<file path="src/rtl/nfa_pkg.sv">
// Shared types for the serial frame aligner.
// Assumes: nothing beyond a 2-bit encoding for the alignment state.
package nfa_pkg;

    // Alignment state: hunting for the word, confirming it, or holding lock.
    typedef enum logic [1:0] {
        ST_SEARCH = 2'd0,
        ST_ACQ    = 2'd1,
        ST_LOCK   = 2'd2
    } align_state_t;

endpackage

</file>
<file path="src/rtl/nfa_faw_detect.sv">
// Alignment word detector: keeps the last FAW_W accepted bits and flags,
// combinationally, when the incoming bit completes the pattern.
// Assumes: hit is only meaningful while bit_en is high; at least FAW_W
// bits since reset are needed before any hit is reported.
module nfa_faw_detect #(
    parameter int                FAW_W    = 8,
    parameter logic [FAW_W-1:0]  FAW_WORD = 8'b01001110
) (
    input  logic clk,
    input  logic rst_n,
    input  logic bit_en,
    input  logic bit_in,
    output logic hit
);

    localparam int FILL_W = $clog2(FAW_W);
    localparam logic [FILL_W-1:0] FILL_FULL = FILL_W'(FAW_W - 1);

    logic [FAW_W-1:0]  win_q;
    logic [FAW_W-1:0]  win_next;
    logic [FILL_W-1:0] fill_q;

    assign win_next = {win_q[FAW_W-2:0], bit_in};
    assign hit      = (win_next == FAW_WORD) && (fill_q == FILL_FULL);

    // Shift accepted bits into the window and count them until it is full.
    always_ff @(posedge clk) begin
        if (!rst_n) begin
            win_q  <= '0;
            fill_q <= '0;
        end else if (bit_en) begin
            win_q <= win_next;
            if (fill_q != FILL_FULL) begin
                fill_q <= fill_q + 1'b1;
            end
        end
    end

endmodule

</file>
<file path="src/rtl/nfa_lock_ctrl.sv">
// Frame lock controller: tracks the bit position inside the frame and runs
// the search / acquire / lock state machine with hit and miss hysteresis.
// Assumes: ACQ_HITS >= 2 and LOSS_MISSES >= 1; faw_hit is valid with bit_en.
module nfa_lock_ctrl
    import nfa_pkg::*;
#(
    parameter int FRAME_BITS  = 728,
    parameter int FAW_W       = 8,
    parameter int ACQ_HITS    = 3,
    parameter int LOSS_MISSES = 4
) (
    input  logic clk,
    input  logic rst_n,
    input  logic bit_en,
    input  logic faw_hit,
    output logic locked,
    output logic payload_bit,
    output logic c0_slot,
    output logic key_load,
    output logic key_step
);

    localparam int POS_W   = $clog2(FRAME_BITS);
    localparam int CNT_MAX = (ACQ_HITS > LOSS_MISSES) ? ACQ_HITS : LOSS_MISSES;
    localparam int CNT_W   = $clog2(CNT_MAX + 1);
    localparam logic [POS_W-1:0] POS_WORD_END = POS_W'(FAW_W - 1);
    localparam logic [POS_W-1:0] POS_FIRST    = POS_W'(FAW_W);
    localparam logic [POS_W-1:0] POS_LAST     = POS_W'(FRAME_BITS - 1);

    align_state_t      st_q, st_d;
    logic [POS_W-1:0]  pos_q, pos_d;
    logic [CNT_W-1:0]  cnt_q, cnt_d;
    logic              tracking;
    logic              word_end;

    assign tracking    = (st_q != ST_SEARCH);
    assign word_end    = bit_en && tracking && (pos_q == POS_WORD_END);
    assign locked      = (st_q == ST_LOCK);
    assign payload_bit = tracking && (pos_q >= POS_FIRST);
    assign c0_slot     = (pos_q == POS_FIRST);
    assign key_load    = (bit_en && (st_q == ST_SEARCH) && faw_hit) || word_end;
    assign key_step    = bit_en && payload_bit;

    // Next-state logic: position advance and hit/miss hysteresis.
    always_comb begin
        st_d  = st_q;
        cnt_d = cnt_q;
        pos_d = pos_q;
        if (bit_en) begin
            pos_d = (pos_q == POS_LAST) ? '0 : pos_q + 1'b1;
        end
        case (st_q)
            ST_SEARCH: begin
                if (bit_en && faw_hit) begin
                    pos_d = POS_FIRST;
                    cnt_d = CNT_W'(1);
                    st_d  = ST_ACQ;
                end
            end
            ST_ACQ: begin
                if (word_end) begin
                    if (!faw_hit) begin
                        st_d  = ST_SEARCH;
                        cnt_d = '0;
                    end else if (cnt_q == CNT_W'(ACQ_HITS - 1)) begin
                        st_d  = ST_LOCK;
                        cnt_d = '0;
                    end else begin
                        cnt_d = cnt_q + 1'b1;
                    end
                end
            end
            ST_LOCK: begin
                if (word_end) begin
                    if (faw_hit) begin
                        cnt_d = '0;
                    end else if (cnt_q == CNT_W'(LOSS_MISSES - 1)) begin
                        st_d  = ST_SEARCH;
                        cnt_d = '0;
                    end else begin
                        cnt_d = cnt_q + 1'b1;
                    end
                end
            end
            default: begin
                st_d  = ST_SEARCH;
                cnt_d = '0;
            end
        endcase
    end

    // State, position and hysteresis counter registers.
    always_ff @(posedge clk) begin
        if (!rst_n) begin
            st_q  <= ST_SEARCH;
            pos_q <= '0;
            cnt_q <= '0;
        end else begin
            st_q  <= st_d;
            pos_q <= pos_d;
            cnt_q <= cnt_d;
        end
    end

    AST_POS_RANGE: assert property (@(posedge clk) disable iff (!rst_n)
        pos_q <= POS_LAST);

    AST_LOCK_ENTRY: assert property (@(posedge clk) disable iff (!rst_n)
        ($past(rst_n) && $rose(st_q == ST_LOCK)) |-> $past(bit_en && faw_hit));

    AST_LOCK_EXIT: assert property (@(posedge clk) disable iff (!rst_n)
        ($past(rst_n) && $fell(st_q == ST_LOCK)) |-> $past(bit_en && !faw_hit));

    AST_MISS_BOUND: assert property (@(posedge clk) disable iff (!rst_n)
        (st_q == ST_LOCK) |-> (cnt_q < CNT_W'(LOSS_MISSES)));

    AST_IDLE_HOLD: assert property (@(posedge clk) disable iff (!rst_n)
        ($past(rst_n) && !$past(bit_en)) |-> ($stable(pos_q) && $stable(st_q)));

endmodule

</file>
<file path="src/rtl/nfa_prbs.sv">
// Key sequence generator: a Fibonacci shift register that restarts at all
// ones on load and steps once per payload bit; key_bit is its top bit.
// Assumes: load and step never coincide (load happens on word bits only).
module nfa_prbs #(
    parameter int WIDTH = 9,
    parameter int TAP   = 4
) (
    input  logic clk,
    input  logic rst_n,
    input  logic load,
    input  logic step,
    output logic key_bit
);

    logic [WIDTH-1:0] lfsr_q;
    logic             feedback;

    assign key_bit  = lfsr_q[WIDTH-1];
    assign feedback = lfsr_q[WIDTH-1] ^ lfsr_q[TAP-1];

    // Restart the sequence at each frame or advance it by one bit.
    always_ff @(posedge clk) begin
        if (!rst_n) begin
            lfsr_q <= '1;
        end else if (load) begin
            lfsr_q <= '1;
        end else if (step) begin
            lfsr_q <= {lfsr_q[WIDTH-2:0], feedback};
        end
    end

    AST_PRBS_LIVE: assert property (@(posedge clk) disable iff (!rst_n)
        lfsr_q != '0);

    AST_LOAD_STEP_APART: assert property (@(posedge clk) disable iff (!rst_n)
        !(load && step));

endmodule

</file>
<file path="src/rtl/nfa_cycle_track.sv">
// Sequencing-flag tracker: follows the 16-frame pattern of the first payload
// bit and resynchronises the index whenever the flag breaks the pattern.
// Assumes: sample is high for exactly one bit per locked frame.
module nfa_cycle_track #(
    parameter int CYCLE_LEN = 16
) (
    input  logic                         clk,
    input  logic                         rst_n,
    input  logic                         locked,
    input  logic                         sample,
    input  logic                         flag,
    output logic [$clog2(CYCLE_LEN)-1:0] idx
);

    localparam int IDX_W = $clog2(CYCLE_LEN);
    localparam logic [IDX_W-1:0] HALF = IDX_W'(CYCLE_LEN / 2);
    localparam logic [IDX_W-1:0] LAST = IDX_W'(CYCLE_LEN - 1);

    logic             seen_q;
    logic [IDX_W-1:0] idx_q;
    logic [IDX_W-1:0] idx_inc;
    logic             flag_exp;

    assign idx_inc  = (idx_q == LAST) ? '0 : idx_q + 1'b1;
    assign flag_exp = (idx_inc < HALF);
    assign idx      = idx_q;

    // Advance on a matching flag, otherwise jump to the half the flag implies.
    always_ff @(posedge clk) begin
        if (!rst_n) begin
            seen_q <= 1'b0;
            idx_q  <= '0;
        end else if (!locked) begin
            seen_q <= 1'b0;
        end else if (sample) begin
            seen_q <= 1'b1;
            if (seen_q && (flag == flag_exp)) begin
                idx_q <= idx_inc;
            end else begin
                idx_q <= flag ? '0 : HALF;
            end
        end
    end

    AST_IDX_HOLD: assert property (@(posedge clk) disable iff (!rst_n)
        ($past(rst_n) && !$past(sample)) |-> $stable(idx_q));

    AST_IDX_HALF: assert property (@(posedge clk) disable iff (!rst_n)
        ($past(rst_n) && $past(sample && locked)) |-> ((idx_q < HALF) == $past(flag)));

endmodule

</file>
<file path="src/rtl/nfa_frame_aligner.sv">
// Frame aligner and descrambler top: joins the word detector, lock control,
// key generator and flag tracker, and registers the serial outputs.
// Assumes: one received bit per serial_en strobe; outputs lag by one cycle.
module nfa_frame_aligner #(
    parameter int                FRAME_BITS  = 728,
    parameter int                FAW_W       = 8,
    parameter logic [FAW_W-1:0]  FAW_WORD    = 8'b01001110,
    parameter int                ACQ_HITS    = 3,
    parameter int                LOSS_MISSES = 4,
    parameter int                PRBS_W      = 9,
    parameter int                PRBS_TAP    = 4,
    parameter int                CYCLE_LEN   = 16
) (
    input  logic                         clk,
    input  logic                         rst_n,
    input  logic                         serial_en,
    input  logic                         serial_in,
    output logic                         clear_out,
    output logic                         clear_vld,
    output logic                         frame_start,
    output logic [$clog2(CYCLE_LEN)-1:0] cycle_idx,
    output logic                         in_lock
);

    logic faw_hit;
    logic payload_bit;
    logic c0_slot;
    logic key_load;
    logic key_step;
    logic key_bit;
    logic take;

    nfa_faw_detect #(
        .FAW_W    (FAW_W),
        .FAW_WORD (FAW_WORD)
    ) u_detect (
        .clk    (clk),
        .rst_n  (rst_n),
        .bit_en (serial_en),
        .bit_in (serial_in),
        .hit    (faw_hit)
    );

    nfa_lock_ctrl #(
        .FRAME_BITS  (FRAME_BITS),
        .FAW_W       (FAW_W),
        .ACQ_HITS    (ACQ_HITS),
        .LOSS_MISSES (LOSS_MISSES)
    ) u_lock (
        .clk         (clk),
        .rst_n       (rst_n),
        .bit_en      (serial_en),
        .faw_hit     (faw_hit),
        .locked      (in_lock),
        .payload_bit (payload_bit),
        .c0_slot     (c0_slot),
        .key_load    (key_load),
        .key_step    (key_step)
    );

    nfa_prbs #(
        .WIDTH (PRBS_W),
        .TAP   (PRBS_TAP)
    ) u_key (
        .clk     (clk),
        .rst_n   (rst_n),
        .load    (key_load),
        .step    (key_step),
        .key_bit (key_bit)
    );

    assign take = serial_en && in_lock && payload_bit;

    nfa_cycle_track #(
        .CYCLE_LEN (CYCLE_LEN)
    ) u_cycle (
        .clk    (clk),
        .rst_n  (rst_n),
        .locked (in_lock),
        .sample (take && c0_slot),
        .flag   (serial_in ^ key_bit),
        .idx    (cycle_idx)
    );

    // Register the descrambled bit, its strobe and the frame marker.
    always_ff @(posedge clk) begin
        if (!rst_n) begin
            clear_out   <= 1'b0;
            clear_vld   <= 1'b0;
            frame_start <= 1'b0;
        end else begin
            clear_vld   <= take;
            frame_start <= take && c0_slot;
            clear_out   <= take ? (serial_in ^ key_bit) : 1'b0;
        end
    end

    AST_VLD_LOCKED: assert property (@(posedge clk) disable iff (!rst_n)
        clear_vld |-> in_lock);

    AST_VLD_AFTER_EN: assert property (@(posedge clk) disable iff (!rst_n)
        clear_vld |-> $past(serial_en));

    AST_FS_IN_VLD: assert property (@(posedge clk) disable iff (!rst_n)
        frame_start |-> clear_vld);

    AST_FS_NOT_TWICE: assert property (@(posedge clk) disable iff (!rst_n)
        frame_start |=> !frame_start);

endmodule

</file>
<file path="config.mk">
export PLATFORM = sky130hd
export DESIGN_NAME = nfa_frame_aligner
export DESIGN_NICKNAME = d
export VERILOG_FILES = /design/src/rtl/nfa_pkg.sv /design/src/rtl/nfa_faw_detect.sv /design/src/rtl/nfa_lock_ctrl.sv /design/src/rtl/nfa_prbs.sv /design/src/rtl/nfa_cycle_track.sv /design/src/rtl/nfa_frame_aligner.sv
export SDC_FILE = /design/constraint.sdc
export NUM_CORES = 1
export LEC_CHECK = 0
export CAP_MARGIN = 25
export CORE_MARGIN = 2
export CORE_UTILIZATION = 30
export DETAILED_ROUTE_END_ITERATION = 10
export SETUP_SLACK_MARGIN = 0.05
export SYNTH_ARGS = -nofsm -noshare
export SYNTH_HDL_FRONTEND = slang
export SYNTH_HIERARCHICAL = 1
export SYNTH_SLANG_ARGS = --single-unit
</file>
<file path="constraint.sdc">
create_clock -name clk -period 2.5 [get_ports clk]
set_input_delay 0.75 -clock clk [delete_from_list [all_inputs] [get_ports clk]]
set_output_delay 0.75 -clock clk [all_outputs]
set_load 0.005 [all_outputs]
</file>
==> Flow_metrics.wiki <==
{| class="wikitable"
! Metric !! Value
|-
| Portion of the clock cycle consumed by the worst path in the final layout || between 90% and 100%
|-
| Number of buffers inserted during clock tree synthesis || 5
|-
| Via count of the first global-routing pass || about 1500
|-
| Starting density of the core || between 30% and 40%
|-
| Total nets after synthesis || approximately 240
|-
| First-pass GRT wire length || 6640 um
|-
| Die extent in y || ~88 um
|-
| Final GP Congestion || about 0.74
|-
| Synth Instances || approximately 220
|-
| Synth-to-layout area growth || 23.5%
|-
| Row cnt || 30
|-
| CTS Root Buffer Type || clkbuf_8
|-
| Required time at the endpoint of the critical path || around 1.8 ns
|-
| Clock transition at the registers of the reported paths || 0.08 ns
|-
| Final-report setup violation count || 0
|-
| Half-perimeter wire length of the detailed placement result || 2750 um
|-
| Arrival time of the worst setup path || ~1.6 ns
|-
| Number of buffers on the longest clock path || 2
|-
| CTS tree || built
|-
| Class of the worst hold path || reg2reg
|-
| Library cell occupying the most area in the post-synthesis netlist || dfxtp_1
|-
| Type of the worst setup path || reg2out
|-
| Leakage power of the design || around 1 nW
|-
| Proportion of netlist area held by the largest area contributor || roughly two fifths
|-
| Worst Clk Skew || between 0.009 and 0.01 ns
|-
| Total number of nets in the final design || about 270
|-
| Clock latency of the later-clocked register in the worst-skew pair || around 0.29 ns
|-
| Post-route minimum period || 2.30 ns
|-
| Maxcap violations || 0
|-
| RSZ-0062 raised after global routing || false
|-
| Largest cells by area after synthesis || dfxtp_1 (39%), mux2i_1 (9.4%), ha_1 (5.3%)
|-
| Max Clock Freq || approximately 0.43 GHz
|-
| Die outline area || ~7800 um^2
|-
| Outcome || finished clean
|-
| Number of iterations in the first detailed-routing pass || 4
|-
| Async SR Flop Fraction || 0%
|-
| Routed wirelength normalized by instance count || between 10 and 15 um
|-
| Cell Pwr Density || roughly 530 nW/um^2
|-
| Initial antenna violation count || 0
|-
| Largest delay share family, worst path || flip-flops
|-
| Routed via count || 1571
|-
| Slew at the pin closest to its max-slew limit || around 0.37 ns
|-
| Synthesized area divided by synthesized cell count || 9.58 um^2
|-
| CP Max Fanout || 9
|-
| Endpoint kind of the worst setup timing path || primary output
|-
| Number of unique standard cell types used by synthesis || 50
|-
| Overall routed net length || 3740 um
|-
| DRC Markers || 0
|-
| Number of diodes added for antenna fixing || 0
|-
| Drt first-iter violations || 124
|-
| Most used flip-flop cell after synthesis || dfxtp_1
|-
| Sequential share of the synthesized area || between 30% and 40%
|-
| Remaining number of nets flagged by the antenna check after routing || 0
|-
| Vias per cell || 4.50
|-
| Share of cells above drive strength 1 || between 10% and 20%
|-
| All-layer global routing usage || between 10% and 20%
|-
| Power consumption || 1.41 mW
|-
| Total count of hold-check failures in the final report || 0
|-
| Final non-filler cell total || between 300 and 400
|-
| Slew HR || approximately 75%
|-
| Maximum ir drop on the vdd rail || approximately 0.29 mV
|-
| Number of slew-limit violations in the final report || 0
|-
| Register bit count reported by yosys || 42
|-
| Core area || slightly below 7000 um^2
|-
| Number of H-tree levels || 2
|-
| Quantity of I/O buffers inserted on ports || 11
|-
| Sequence of cells on the critical path || nor2b_1 -> clkdlybuf4s50_1
|-
| Placed insts || 340
|-
| Ports placed on the boundary || 12
|-
| Kind of start point of the critical path || register
|-
| Final Util || 38.6%
|-
| Largest incremental delay on the critical path || 0.52 ns
|-
| Die boundary width || around 90 um
|-
| Yosys warning total || 6
|-
| Pin count of the biggest net entering global routing || 21
|-
| Slowest CP cell || dfxtp_1
|-
| CTS sink cnt || 42
|-
| Overflow left after global routing || 0
|-
| Number of enable flip-flop cells after synthesis || 0
|-
| CP Buf/Inv Count || 1
|-
| Total standard cell area after synthesis || between 2000 and 2500 um^2
|}
[flip-flops by register name (all words and copies together), names as in the netlist]
name / cells
u_lock/st_q: 2
u_detect/win_q: 7
u_lock/pos_q: 10
clear_out: 1
u_cycle/idx: 4
u_detect/fill_q: 3
u_key/lfsr_q: 9
frame_start: 1
u_lock/cnt_q: 3
clear_vld: 1
u_cycle/seen_q: 1
[worst paths after layout]
kind / slack (ns) / start / cells past startpoint / to
worst max-delay path: 0.20 / u_lock/st_q[1] / 2 / in_lock
worst max register to register: 0.33 / u_detect/fill_q[0] / 10 / u_lock/cnt_q[0]
worst min-delay path: 0.47 / u_key/lfsr_q[1] / 2 / u_key/lfsr_q[1]
worst min register to register: 0.47 / u_key/lfsr_q[1] / 2 / u_key/lfsr_q[1]
[through the flow]
stage / setup TNS [ns] / area, um^2 / hold WS (ns) / setup WS [ns]
after floorplan: 0 / 2140 / 0.441 / 0.201
after global placement: -2.57 / 2470 / 0.453 / -0.284
after detailed placement: -2.97 / 2470 / 0.460 / -0.287
after CTS: 0 / 2620 / 0.478 / 0.0799
after global routing: 0 / 2640 / 0.496 / 0.0913
final: 0 / 2640 / 0.475 / 0.196
[layout make-up]
| cell class | count | area [um^2] |
|---|---|---|
| Clock buffer | 6 | 82.6 |
| Sequential cell | 42 | 841 |
| Clock inverter | 2 | 60.1 |
| Timing Repair Buffer | 31 | 275 |
| Fill cell | 699 | 4190 |
| Tap cell | 96 | 120 |
| Inverter | 10 | 37.5 |
| Multi-Input combinational cell | 162 | 1220 |
[worst register-to-register path, delay by kind of cell (launching register included)]
family | cells | cell delay [ns]
and+or+nand+nor | 4 | 0.65
adders and majority gates | 2 | 0.31
AOI/OAI and AO/OA | 4 | 0.81
DFF | 1 | 0.36
[metal layers]
layer / GRT usage [%] / wire (um) / vias to the layer above
li1: - / - / 830
met1: 14.6 / 1970 / 721
met2: 16.1 / 1610 / 15
met3: 3.08 / 115 / 5
met4: 3.72 / 45 / 0
met5: 0 / 0 / -
[placed cells by master, fill, tap and decap left out, types with 5 or more instances in the layout]
| cell | n |
|---|---|
| xnor2_1 | 6 |
| buf_4 | 19 |
| mux2i_1 | 20 |
| clkbuf_8 | 6 |
| xor2_1 | 8 |
| and2_1 | 7 |
| nor2_1 | 20 |
| nand4_1 | 5 |
| clkdlybuf4s50_1 | 10 |
| inv_1 | 9 |
| ha_1 | 9 |
| dfxtp_1 | 42 |
| nand2_1 | 24 |
| nor2b_1 | 13 |
[where the power goes]
group          switching, mW  internal, mW
clock                  0.233         0.426
combinational         0.0317        0.0334
sequential           0.00728         0.677
[cell families after synthesis]
logic type                 count (synthesis)  synth area share (%)
AOI/OAI and AO/OA                         23                  9.72
xor gates and xnor gates                  14                  5.74
adders and majority gates                  9                  5.27
buffers and inverters                     19                  4.27
DFF                                       42                  39.3
muxes                                     20                  9.37
and+or+nand+nor                           96                  26.3
[Yosys cell counts, types with 2 or more instances]
| cell | count |
|---|---|
| o21ai_0 | 4 |
| dfxtp_1 | 42 |
| nand2_1 | 24 |
| nand3_1 | 4 |
| nand4_1 | 5 |
| nor2b_1 | 13 |
| nor3_1 | 2 |
| clkbuf_1 | 3 |
| nand3_2 | 2 |
| nor2_1 | 20 |
| a31oi_1 | 4 |
| mux2i_1 | 20 |
| nand3b_1 | 2 |
| and2_1 | 7 |
| buf_6 | 2 |
| buf_2 | 4 |
| ha_1 | 9 |
| xnor2_1 | 6 |
| inv_1 | 9 |
| nand4b_1 | 2 |
| xor2_1 | 8 |
| or2_1 | 2 |
| o211a_1 | 2 |
[repair_timing]
action	in CTS	in global routing
setup buffers	0	1
hold buffers	0	0
gates cloned	0	0
gates resized for setup	1	2
endpoints found under the setup margin	2	7
pin swaps	1	4
No activity file was read; power rests on OpenSTA's default activity.
